===== src/rtl/fadd_pkg.sv =====
package fadd_pkg;
  typedef enum logic [2:0] {
    CL_ZERO, CL_NORM, CL_DENORM, CL_INF, CL_QNAN, CL_SNAN
  } fclass_e;

  // bit positions in cause / flags / trap enables
  localparam int C_E = 4;
  localparam int C_V = 3;
  localparam int C_O = 2;
  localparam int C_U = 1;
  localparam int C_I = 0;
  localparam int CAUSE_W = 5;
  localparam int FLAG_W  = 4;
endpackage


===== src/rtl/fadd_classify.sv =====
module fadd_classify
  import fadd_pkg::*;
#(
  parameter int EXP_W  = 8,
  parameter int FRAC_W = 23,
  localparam int W = 1 + EXP_W + FRAC_W
) (
  input  logic [W-1:0] x,
  output fclass_e      cls
);
  logic [EXP_W-1:0]  ex;
  logic [FRAC_W-1:0] fr;

  assign ex = x[W-2:FRAC_W];
  assign fr = x[FRAC_W-1:0];

  always_comb begin
    if (ex == '0)
      cls = (fr == '0) ? CL_ZERO : CL_DENORM;
    else if (ex == '1) begin
      if (fr == '0)              cls = CL_INF;
      else if (fr[FRAC_W-1])     cls = CL_SNAN;
      else                       cls = CL_QNAN;
    end else
      cls = CL_NORM;
  end
endmodule


===== src/rtl/fadd_normal.sv =====
module fadd_normal #(
  parameter int EXP_W  = 8,
  parameter int FRAC_W = 23,
  localparam int W   = 1 + EXP_W + FRAC_W,
  localparam int MW  = FRAC_W + 1,
  localparam int XW  = MW + 3,
  localparam int LZW = $clog2(XW) + 1,
  localparam int EW  = EXP_W + 2
) (
  input  logic [W-1:0] a,
  input  logic [W-1:0] b,
  input  logic         rz,
  output logic [W-1:0] res,
  output logic         ovf,
  output logic         unf,
  output logic         inx
);
  localparam logic [EXP_W-1:0]    XW_E   = EXP_W'(XW);
  localparam logic signed [EW-1:0] EMAX_S = EW'((1 << EXP_W) - 1);
  localparam logic signed [EW-1:0] ZERO_S = '0;

  logic [W-1:0]      big, sml;
  logic [EXP_W-1:0]  d;
  logic [XW-1:0]     bx, mbx, shifted, m;
  logic              stk, sub, sgn, found, inc;
  logic [XW:0]       sum;
  logic [LZW-1:0]    lz;
  logic signed [EW-1:0] e;
  logic [MW:0]       rm;
  logic [FRAC_W-1:0] frac;

  always_comb begin
    // larger magnitude first; equal magnitudes keep a
    if (a[W-2:0] < b[W-2:0]) begin big = b; sml = a; end
    else                     begin big = a; sml = b; end
    sgn = big[W-1];
    sub = big[W-1] ^ sml[W-1];
    d   = big[W-2:FRAC_W] - sml[W-2:FRAC_W];
    bx  = {1'b1, big[FRAC_W-1:0], 3'b000};
    mbx = {1'b1, sml[FRAC_W-1:0], 3'b000};
    if (d >= XW_E) begin
      shifted = '0;
      stk     = 1'b1;
    end else begin
      shifted = mbx >> d;
      stk     = |(mbx & (({{(XW-1){1'b0}}, 1'b1} << d) - 1'b1));
    end
    shifted = shifted | {{(XW-1){1'b0}}, stk};
    sum = sub ? ({1'b0, bx} - {1'b0, shifted}) : ({1'b0, bx} + {1'b0, shifted});

    // normalise
    lz = '0;
    found = 1'b0;
    for (int i = XW - 1; i >= 0; i--) begin
      if (!found && sum[i]) begin
        lz = LZW'(XW - 1 - i);
        found = 1'b1;
      end
    end
    if (sum[XW]) begin
      m = sum[XW:1] | {{(XW-1){1'b0}}, sum[0]};
      e = EW'({2'b00, big[W-2:FRAC_W]}) + EW'(1);
    end else begin
      m = sum[XW-1:0] << lz;
      e = EW'({2'b00, big[W-2:FRAC_W]}) - EW'(lz);
    end

    // round
    inc = !rz && m[2] && (m[1] || m[0] || m[3]);
    rm  = {1'b0, m[XW-1:3]} + {{MW{1'b0}}, inc};
    if (rm[MW]) begin
      e    = e + EW'(1);
      frac = rm[MW-1:1];
    end else begin
      frac = rm[FRAC_W-1:0];
    end

    ovf = 1'b0;
    unf = 1'b0;
    inx = |m[2:0];
    if (sum == '0) begin
      res = '0;
      inx = 1'b0;
    end else if (e <= ZERO_S) begin
      res = {sgn, {(W-1){1'b0}}};
      unf = 1'b1;
      inx = 1'b1;
    end else if (e >= EMAX_S) begin
      ovf = 1'b1;
      inx = 1'b1;
      res = rz ? {sgn, {(EXP_W-1){1'b1}}, 1'b0, {FRAC_W{1'b1}}}
               : {sgn, {EXP_W{1'b1}}, {FRAC_W{1'b0}}};
    end else begin
      res = {sgn, e[EXP_W-1:0], frac};
    end
  end
endmodule


===== src/rtl/fadd_unit.sv =====
module fadd_unit
  import fadd_pkg::*;
#(
  parameter int EXP_W  = 8,
  parameter int FRAC_W = 23,
  localparam int W = 1 + EXP_W + FRAC_W
) (
  input  logic               clk,
  input  logic               rst_n,
  input  logic               start,
  input  logic [W-1:0]       op_a,
  input  logic [W-1:0]       op_b,
  input  logic               rnd_rz,
  input  logic [FLAG_W-1:0]  trap_en,
  input  logic               flag_wr,
  input  logic [FLAG_W-1:0]  flag_wdata,
  output logic [W-1:0]       result,
  output logic               dst_we,
  output logic [CAUSE_W-1:0] cause,
  output logic [FLAG_W-1:0]  flags,
  output logic               trap,
  output logic               done
);
  localparam logic [W-1:0] QNAN_C = {1'b0, {EXP_W{1'b1}}, 1'b0, {(FRAC_W-1){1'b1}}};

  logic [W-1:0] ops [2];
  fclass_e      cls [2];

  assign ops[0] = op_a;
  assign ops[1] = op_b;

  for (genvar g = 0; g < 2; g++) begin : g_cls
    fadd_classify #(.EXP_W(EXP_W), .FRAC_W(FRAC_W)) u_cls (
      .x   (ops[g]),
      .cls (cls[g])
    );
  end

  logic [W-1:0] n_res;
  logic         n_ovf, n_unf, n_inx;

  fadd_normal #(.EXP_W(EXP_W), .FRAC_W(FRAC_W)) u_norm (
    .a   (op_a),
    .b   (op_b),
    .rz  (rnd_rz),
    .res (n_res),
    .ovf (n_ovf),
    .unf (n_unf),
    .inx (n_inx)
  );

  // named classification events, also watched by the checker
  logic ev_snan, ev_qnan, ev_den, ev_inf_clash;
  assign ev_snan      = (cls[0] == CL_SNAN) || (cls[1] == CL_SNAN);
  assign ev_qnan      = (cls[0] == CL_QNAN) || (cls[1] == CL_QNAN);
  assign ev_den       = (cls[0] == CL_DENORM) || (cls[1] == CL_DENORM);
  assign ev_inf_clash = (cls[0] == CL_INF) && (cls[1] == CL_INF) && (op_a[W-1] != op_b[W-1]);

  logic [W-1:0]       res_n;
  logic [CAUSE_W-1:0] cause_n;
  logic               trap_n;

  always_comb begin
    cause_n = '0;
    res_n   = '0;
    if (ev_snan) begin
      cause_n[C_V] = 1'b1;
      res_n = QNAN_C;
    end else if (ev_qnan) begin
      res_n = QNAN_C;
    end else if (ev_den) begin
      cause_n[C_E] = 1'b1;
    end else if (ev_inf_clash) begin
      cause_n[C_V] = 1'b1;
      res_n = QNAN_C;
    end else if (cls[0] == CL_INF) begin
      res_n = op_a;
    end else if (cls[1] == CL_INF) begin
      res_n = op_b;
    end else if ((cls[0] == CL_ZERO) && (cls[1] == CL_ZERO)) begin
      res_n = {op_a[W-1] & op_b[W-1], {(W-1){1'b0}}};
    end else if (cls[0] == CL_ZERO) begin
      res_n = op_b;
    end else if (cls[1] == CL_ZERO) begin
      res_n = op_a;
    end else begin
      res_n = n_res;
      cause_n[C_O] = n_ovf;
      cause_n[C_U] = n_unf;
      cause_n[C_I] = n_inx;
    end
    trap_n = trap_en[C_O] | trap_en[C_U] | trap_en[C_I] | cause_n[C_E]
           | (cause_n[C_V] & trap_en[C_V]);
  end

  logic trap_q;

  always_ff @(posedge clk or negedge rst_n) begin
    if (!rst_n) begin
      done   <= 1'b0;
      result <= '0;
      cause  <= '0;
      trap_q <= 1'b0;
      flags  <= '0;
    end else begin
      done  <= start;
      flags <= (flag_wr ? flag_wdata : flags) | (start ? cause_n[FLAG_W-1:0] : '0);
      if (start) begin
        result <= res_n;
        cause  <= cause_n;
        trap_q <= trap_n;
      end
    end
  end

  assign trap   = done & trap_q;
  assign dst_we = done & ~trap_q;
endmodule


===== config.mk =====
export PLATFORM = sky130hd
export DESIGN_NAME = fadd_unit
export DESIGN_NICKNAME = d
export VERILOG_FILES = /design/src/rtl/fadd_pkg.sv /design/src/rtl/fadd_classify.sv /design/src/rtl/fadd_normal.sv /design/src/rtl/fadd_unit.sv
export SDC_FILE = /design/constraint.sdc
export NUM_CORES = 1
export LEC_CHECK = 0
export BUFFER_PORTS_ARGS = -buffer_cell sky130_fd_sc_hd__buf_2
export CAP_MARGIN = 30
export CELL_PAD_IN_SITES_DETAIL_PLACEMENT = 1
export CELL_PAD_IN_SITES_GLOBAL_PLACEMENT = 2
export CORE_ASPECT_RATIO = 0.75
export CORE_MARGIN = 2
export CORE_UTILIZATION = 39
export DETAILED_ROUTE_END_ITERATION = 8
export GPL_ROUTABILITY_DRIVEN = 0
export GPL_TIMING_DRIVEN = 1
export PLACE_DENSITY = 0.88
export REMOVE_ABC_BUFFERS = 1
export SYNTH_ARGS = -nofsm -noshare
export SYNTH_HDL_FRONTEND = slang
export SYNTH_SLANG_ARGS = --single-unit

===== constraint.sdc =====
create_clock -name clk -period 1.7 [get_ports clk]
set_input_delay 0.17 -clock clk [delete_from_list [all_inputs] [get_ports clk]]
set_output_delay 0.17 -clock clk [all_outputs]
set_load 0.005 [all_outputs]

==> results of run 1 <==
==> per-layer routing <==
metal / GRT overflow / global-route usage, %
met2: 76 / 91.4
met5: 0 / 25.7
met3: 2 / 61.0
met1: 5 / 74.7
met4: 50 / 73.4
==> synthesized netlist by cell type, types with 8 or more instances <==
cell	count	area [um^2]
nor2_1	225	845
nand2_1	212	796
a21oi_1	195	976
o21ai_0	157	786
inv_1	129	484
ha_1	87	1090
mux2i_1	76	761
nand3_1	69	345
clkbuf_1	66	248
nor3_1	63	315
dfrtp_1	43	1080
xnor2_1	40	350
nand4_1	37	231
o211ai_1	37	278
a211oi_1	35	263
a31oi_1	33	206
and2_1	29	181
nor4_1	28	175
a21o_1	25	188
nand2b_1	25	156
or3_1	23	144
xor2_1	22	193
buf_6	20	225
mux4_2	20	450
o221ai_1	20	175
o31ai_1	19	143
a22oi_1	18	135
o21bai_1	17	128
o22ai_1	17	106
a221oi_1	16	140
buf_2	15	75.1
and3_1	14	87.6
o21a_1	14	105
mux2_2	13	146
o21ai_1	13	65.1
a211o_1	11	96.3
buf_1	11	41.3
buf_4	11	82.6
o2111ai_1	11	96.3
or2_2	11	68.8
a31o_2	9	78.8
and4_1	9	78.8
a221o_1	8	80.1
nor2b_1	8	50.1
==> logic make-up after synthesis <==
family	count (synthesis)	share of synthesized area [%]
AND/OR/NAND/NOR	811	27.3
AO/OA/AOI/OAI	789	36.9
buffers and inverters	260	8.17
multiplexers	111	9.21
adder cells (fa/ha/maj)	89	7.50
XOR/XNOR	63	3.72
flip-flops	43	7.15
==> stage by stage <==
step	hold slack (ns)	instance area, um^2	utilization [%]	setup slack, ns	setup TNS, ns
3_5_place_dp	0.290	22200	58.3	-11.34	-425.17
3_3_place_gp	0.275	22200	58.3	-9.99	-376.55
2_1_floorplan	-0.126	14300	-	-12.52	-467.37
4_1_cts	0.131	24300	63.6	-9.58	-357.70
==> timing repair <==
item	CTS
endpoints found under the hold margin	17
endpoints found under the setup margin	42
hold buffers	1
resized for setup	308
pin swaps	103
setup buffers	58
cloned	1
==> impl_metrics.csv, run 1 <==
group,metric,value,unit
global_routing,grt_use_total,74.9,%
yosys,synth_edf_count,0,
global_routing,grt_pass1_wl,224000,um
die,die_height,174,um
yosys,ys_ff_latch,43,
die,rows,62,
yosys,synth_seq_area_share,7.15,%
clocking,clockRootBuffer,"clkbuf_16",
yosys,postSynthCellCount,2166,
yosys,synthFlopType,"dfrtp_1",
clocking,cts_sinks,43,
yosys,synthArstFlopShare,100,%
die,start_util,39.4,%
global_routing,grt_overflow,133,
status,lastStage,"global routing (5_1_grt)",
place,dp.cells,3552,
yosys,synth_warnings,0,
die,fp.dieW,231,um
yosys,synth_cell_types,137,
status,error_line,"[ERROR GRT-0116] Global routing finished with congestion. Check the congestion regions in the DRC Viewer.",
clocking,cts_buffer_depth,2,
yosys,avgSynthCellArea,6.95,um^2
clocking,htree_levels,2,
place,dp_hpwl,84500,um
yosys,syn_area,15000,um^2
global_routing,grt_pass1_vias,32400,
global_routing,grt_max_degree,61,
place,portBuffers,120,
status,status,"did not finish",
die,ioPinCount,121,
clocking,numCtsBuffers,5,
==> run 2, diff against run 1 <==
--- a/config.mk
+++ b/config.mk
@@ -7,15 +7,12 @@
 export LEC_CHECK = 0
 export BUFFER_PORTS_ARGS = -buffer_cell sky130_fd_sc_hd__buf_2
 export CAP_MARGIN = 30
-export CELL_PAD_IN_SITES_DETAIL_PLACEMENT = 1
-export CELL_PAD_IN_SITES_GLOBAL_PLACEMENT = 2
-export CORE_ASPECT_RATIO = 0.75
 export CORE_MARGIN = 2
-export CORE_UTILIZATION = 39
+export CORE_UTILIZATION = 40
 export DETAILED_ROUTE_END_ITERATION = 8
 export GPL_ROUTABILITY_DRIVEN = 0
 export GPL_TIMING_DRIVEN = 1
-export PLACE_DENSITY = 0.88
+export PLACE_DENSITY_LB_ADDON = 0.15
 export REMOVE_ABC_BUFFERS = 1
 export SYNTH_ARGS = -nofsm -noshare
 export SYNTH_HDL_FRONTEND = slang
==> impl_metrics.csv, run 2 <==
group,metric,value,unit
status,status,"finished with violations",
status,violations,"setup timing",
job,maxCapViolations,0,
yosys,syn_area,15000,um^2
final_layout,fin_util,65.5,%
setup_path,worstPathArrival,11.27,ns
timing,min_period,11.06,ns
drt,via_count,22600,
drt,avgViaCountPerCell,6.29,
setup_path,max_stage_delay,0.57,ns
drt,antenna_left,0,
timing,setup-violations-final,41,
clocking,clk_pin_slew,0.07,ns
yosys,synth_area_leaders,"ha_1 (7.2%), dfrtp_1 (7.2%), a21oi_1 (6.5%)",
drt,wl_per_cell,22.7,um
min_path,hp-class,"in2reg",
final_layout,largest_reg_flops,32,
die,rows,71,
die,core-area,37300,um^2
setup_path,start_kind,"input pin",
drt,drtIter0Drc,2773,
place,dp_hpwl,64900,um
global_routing,grt_use_total,40.3,%
place,place_ws,-10.17,ns
final_layout,top_regs,"result (32), cause (5), flags (4)",
yosys,synthFlopType,"dfrtp_1",
die,ioPinCount,121,
clocking,cts_sinks,43,
global_routing,grt_overflow,0,
yosys,synth_warnings,0,
yosys,ys_ff_latch,43,
global_routing,grt_pass1_wl,123000,um
clocking,clkLatencyLatePin,0.29,ns
setup_path,cp.required,1.91,ns
timing,fin_ws,-9.36,ns
drt,wirelength,81600,um
final_layout,final_cell_mix,"buf_4 (904), nor2_1 (214), nand2_1 (206)",
setup_path,worstSetupPathType,"in2reg",
yosys,synthArstFlopShare,100,%
yosys,synth.most_common_cell,"nor2_1",
timing,slew_headroom,55.7,%
setup_path,ff2ff_path_depth,4,
clocking,cts_tree,"done",
yosys,postSynthCellCount,2166,
global_routing,grt_antenna_before_repair,0,
place,portBuffers,120,
setup_path,critical-path-slowest-cell,"or4_4",
global_routing,grt_pass1_vias,22000,
die,start_util,40.3,%
final_layout,layout_commonest_cell,"buf_4",
clocking,htree_levels,2,
die,die_height,198,um
power,p_leak,11.5,nW
clocking,clockRootBuffer,"clkbuf_16",
yosys,synth_common_cells,"nor2_1 (225), nand2_1 (212), a21oi_1 (195), o21ai_0 (157), inv_1 (129)",
final_layout,antenna_cells,0,
power,powerDensity,906,nW/um^2
setup_path,crit_fanout,8,
power,ir_worst_vdd,0.000673,V
setup_path,r2r_slack,0.49,ns
timing,min_period_over_period,650,%
timing,maxSlewViolCount,0,
min_path,worstHoldPathCells,3,
final_layout,largest_register,"result",
timing,worstMarginPinSlew,0.660,ns
timing,fmax,90.4,MHz
final_layout,final_nets,3288,
drt,first_pass_iters,7,
yosys,yosysTopAreaCellShare,7.23,%
yosys,avgSynthCellArea,6.95,um^2
clocking,cts_buffer_depth,2,
final_layout,synthToLayoutAreaGrowth,62.5,%
yosys,synth_cell_types,137,
global_routing,grt_max_degree,44,
timing,rsz0062_at_grt,"yes",
yosys,synth_edf_count,0,
die,fp.dieArea,39200,um^2
timing,fin_skew,0,ns
yosys,synth_largest_area_cell,"ha_1",
yosys,synth_seq_area_share,7.15,%
final_layout,drive_gt1_share,45.1,%
die,fp.dieW,198,um
clocking,numCtsBuffers,5,
timing,finalHoldViolCount,0,
setup_path,crit_path_end_kind,"flip-flop",
drt,drc,0,
-- run 2: metrics by stage --
step | hold slack [ns] | TNS, ns | cell area [um^2] | power, mW | cells
6_report | 0.0996 | -351.27 | 24400 | 22.2 | 3597
5_1_grt | 0.117 | -366.51 | 24400 | 23.2 | 3597
4_1_cts | 0.104 | -341.47 | 23800 | 20.9 | 3573
3_5_place_dp | 0.279 | -382.46 | 22300 | 18.6 | 3516
3_3_place_gp | 0.272 | -374.81 | 22300 | 18.5 | 3516
2_1_floorplan | -0.126 | -467.37 | 14300 | 9.51 | 2039
-- run 2: what timing repair did --
item                                    4_1_cts  5_1_grt
pin swaps                                    89       76
hold buffers                                  1        0
endpoints found under the setup margin       42       42
gates resized for setup                     202      109
setup buffers                                49       23
gates cloned                                  1        2
hold endpoints to repair                     43        0
-- run 2: cells by family (layout without fill, tap and decap cells) --
logic type	after synthesis	in the layout	synth area share, %
multiplexers	111	111	9.21
flip-flops	43	43	7.15
AND/OR/NAND/NOR	811	811	27.3
buffers and inverters	260	1217	8.17
XOR/XNOR	63	63	3.72
AO/OA/AOI/OAI	789	789	36.9
adder cells (fa/ha/maj)	89	89	7.50
-- run 2: worst paths after layout --
path                                  startpoint                endpoint
max                                     op_b[18]   result[6]$_DFFE_PN0P_
min                                flag_wdata[1]      flags[1]$_DFF_PN0_
max reg2reg                result[0]$_DFFE_PN0P_   result[0]$_DFFE_PN0P_
min reg2reg                   flags[2]$_DFF_PN0_      flags[2]$_DFF_PN0_
max in group asynchronous                  rst_n   result[6]$_DFFE_PN0P_
min in group asynchronous                  rst_n  result[24]$_DFFE_PN0P_
-- run 2: critical path: cells and delay by family --
kind | cells | cell delay [ns]
buffers and inverters | 9 | 1.21
muxes | 2 | 0.62
xor gates and xnor gates | 1 | 0.09
adders and majority gates | 3 | 0.71
and+or+nand+nor | 15 | 3.57
AOI/OAI and AO/OA | 24 | 4.84
-- run 2: routing by layer --
metal,vias to the layer above,global-route usage (%),routed length [um]
met3,474,8.21,8560
met2,1573,64.9,35700
met4,0,27.8,7000
met1,10500,48.2,30400
met5,-,0,0
li1,10100,-,-
-- run 2: power breakdown --
part           switching, mW  internal, mW
logic                   10.3          8.98
clock network          0.428         0.844
registers              0.331          1.31
total                   11.0          11.1
-- run 2: area by class of cell --
class                           instances  area (um^2)
Clock inverter                          2         60.1
Timing Repair Buffer                 1076         8180
Inverter                              133          514
Multi-Input combinational cell       1863        13900
Tap cell                              474          593
Clock buffer                            6          129
Sequential cell                        43         1080
Fill cell                            3160        12900
(Power assumes the default switching activity.)
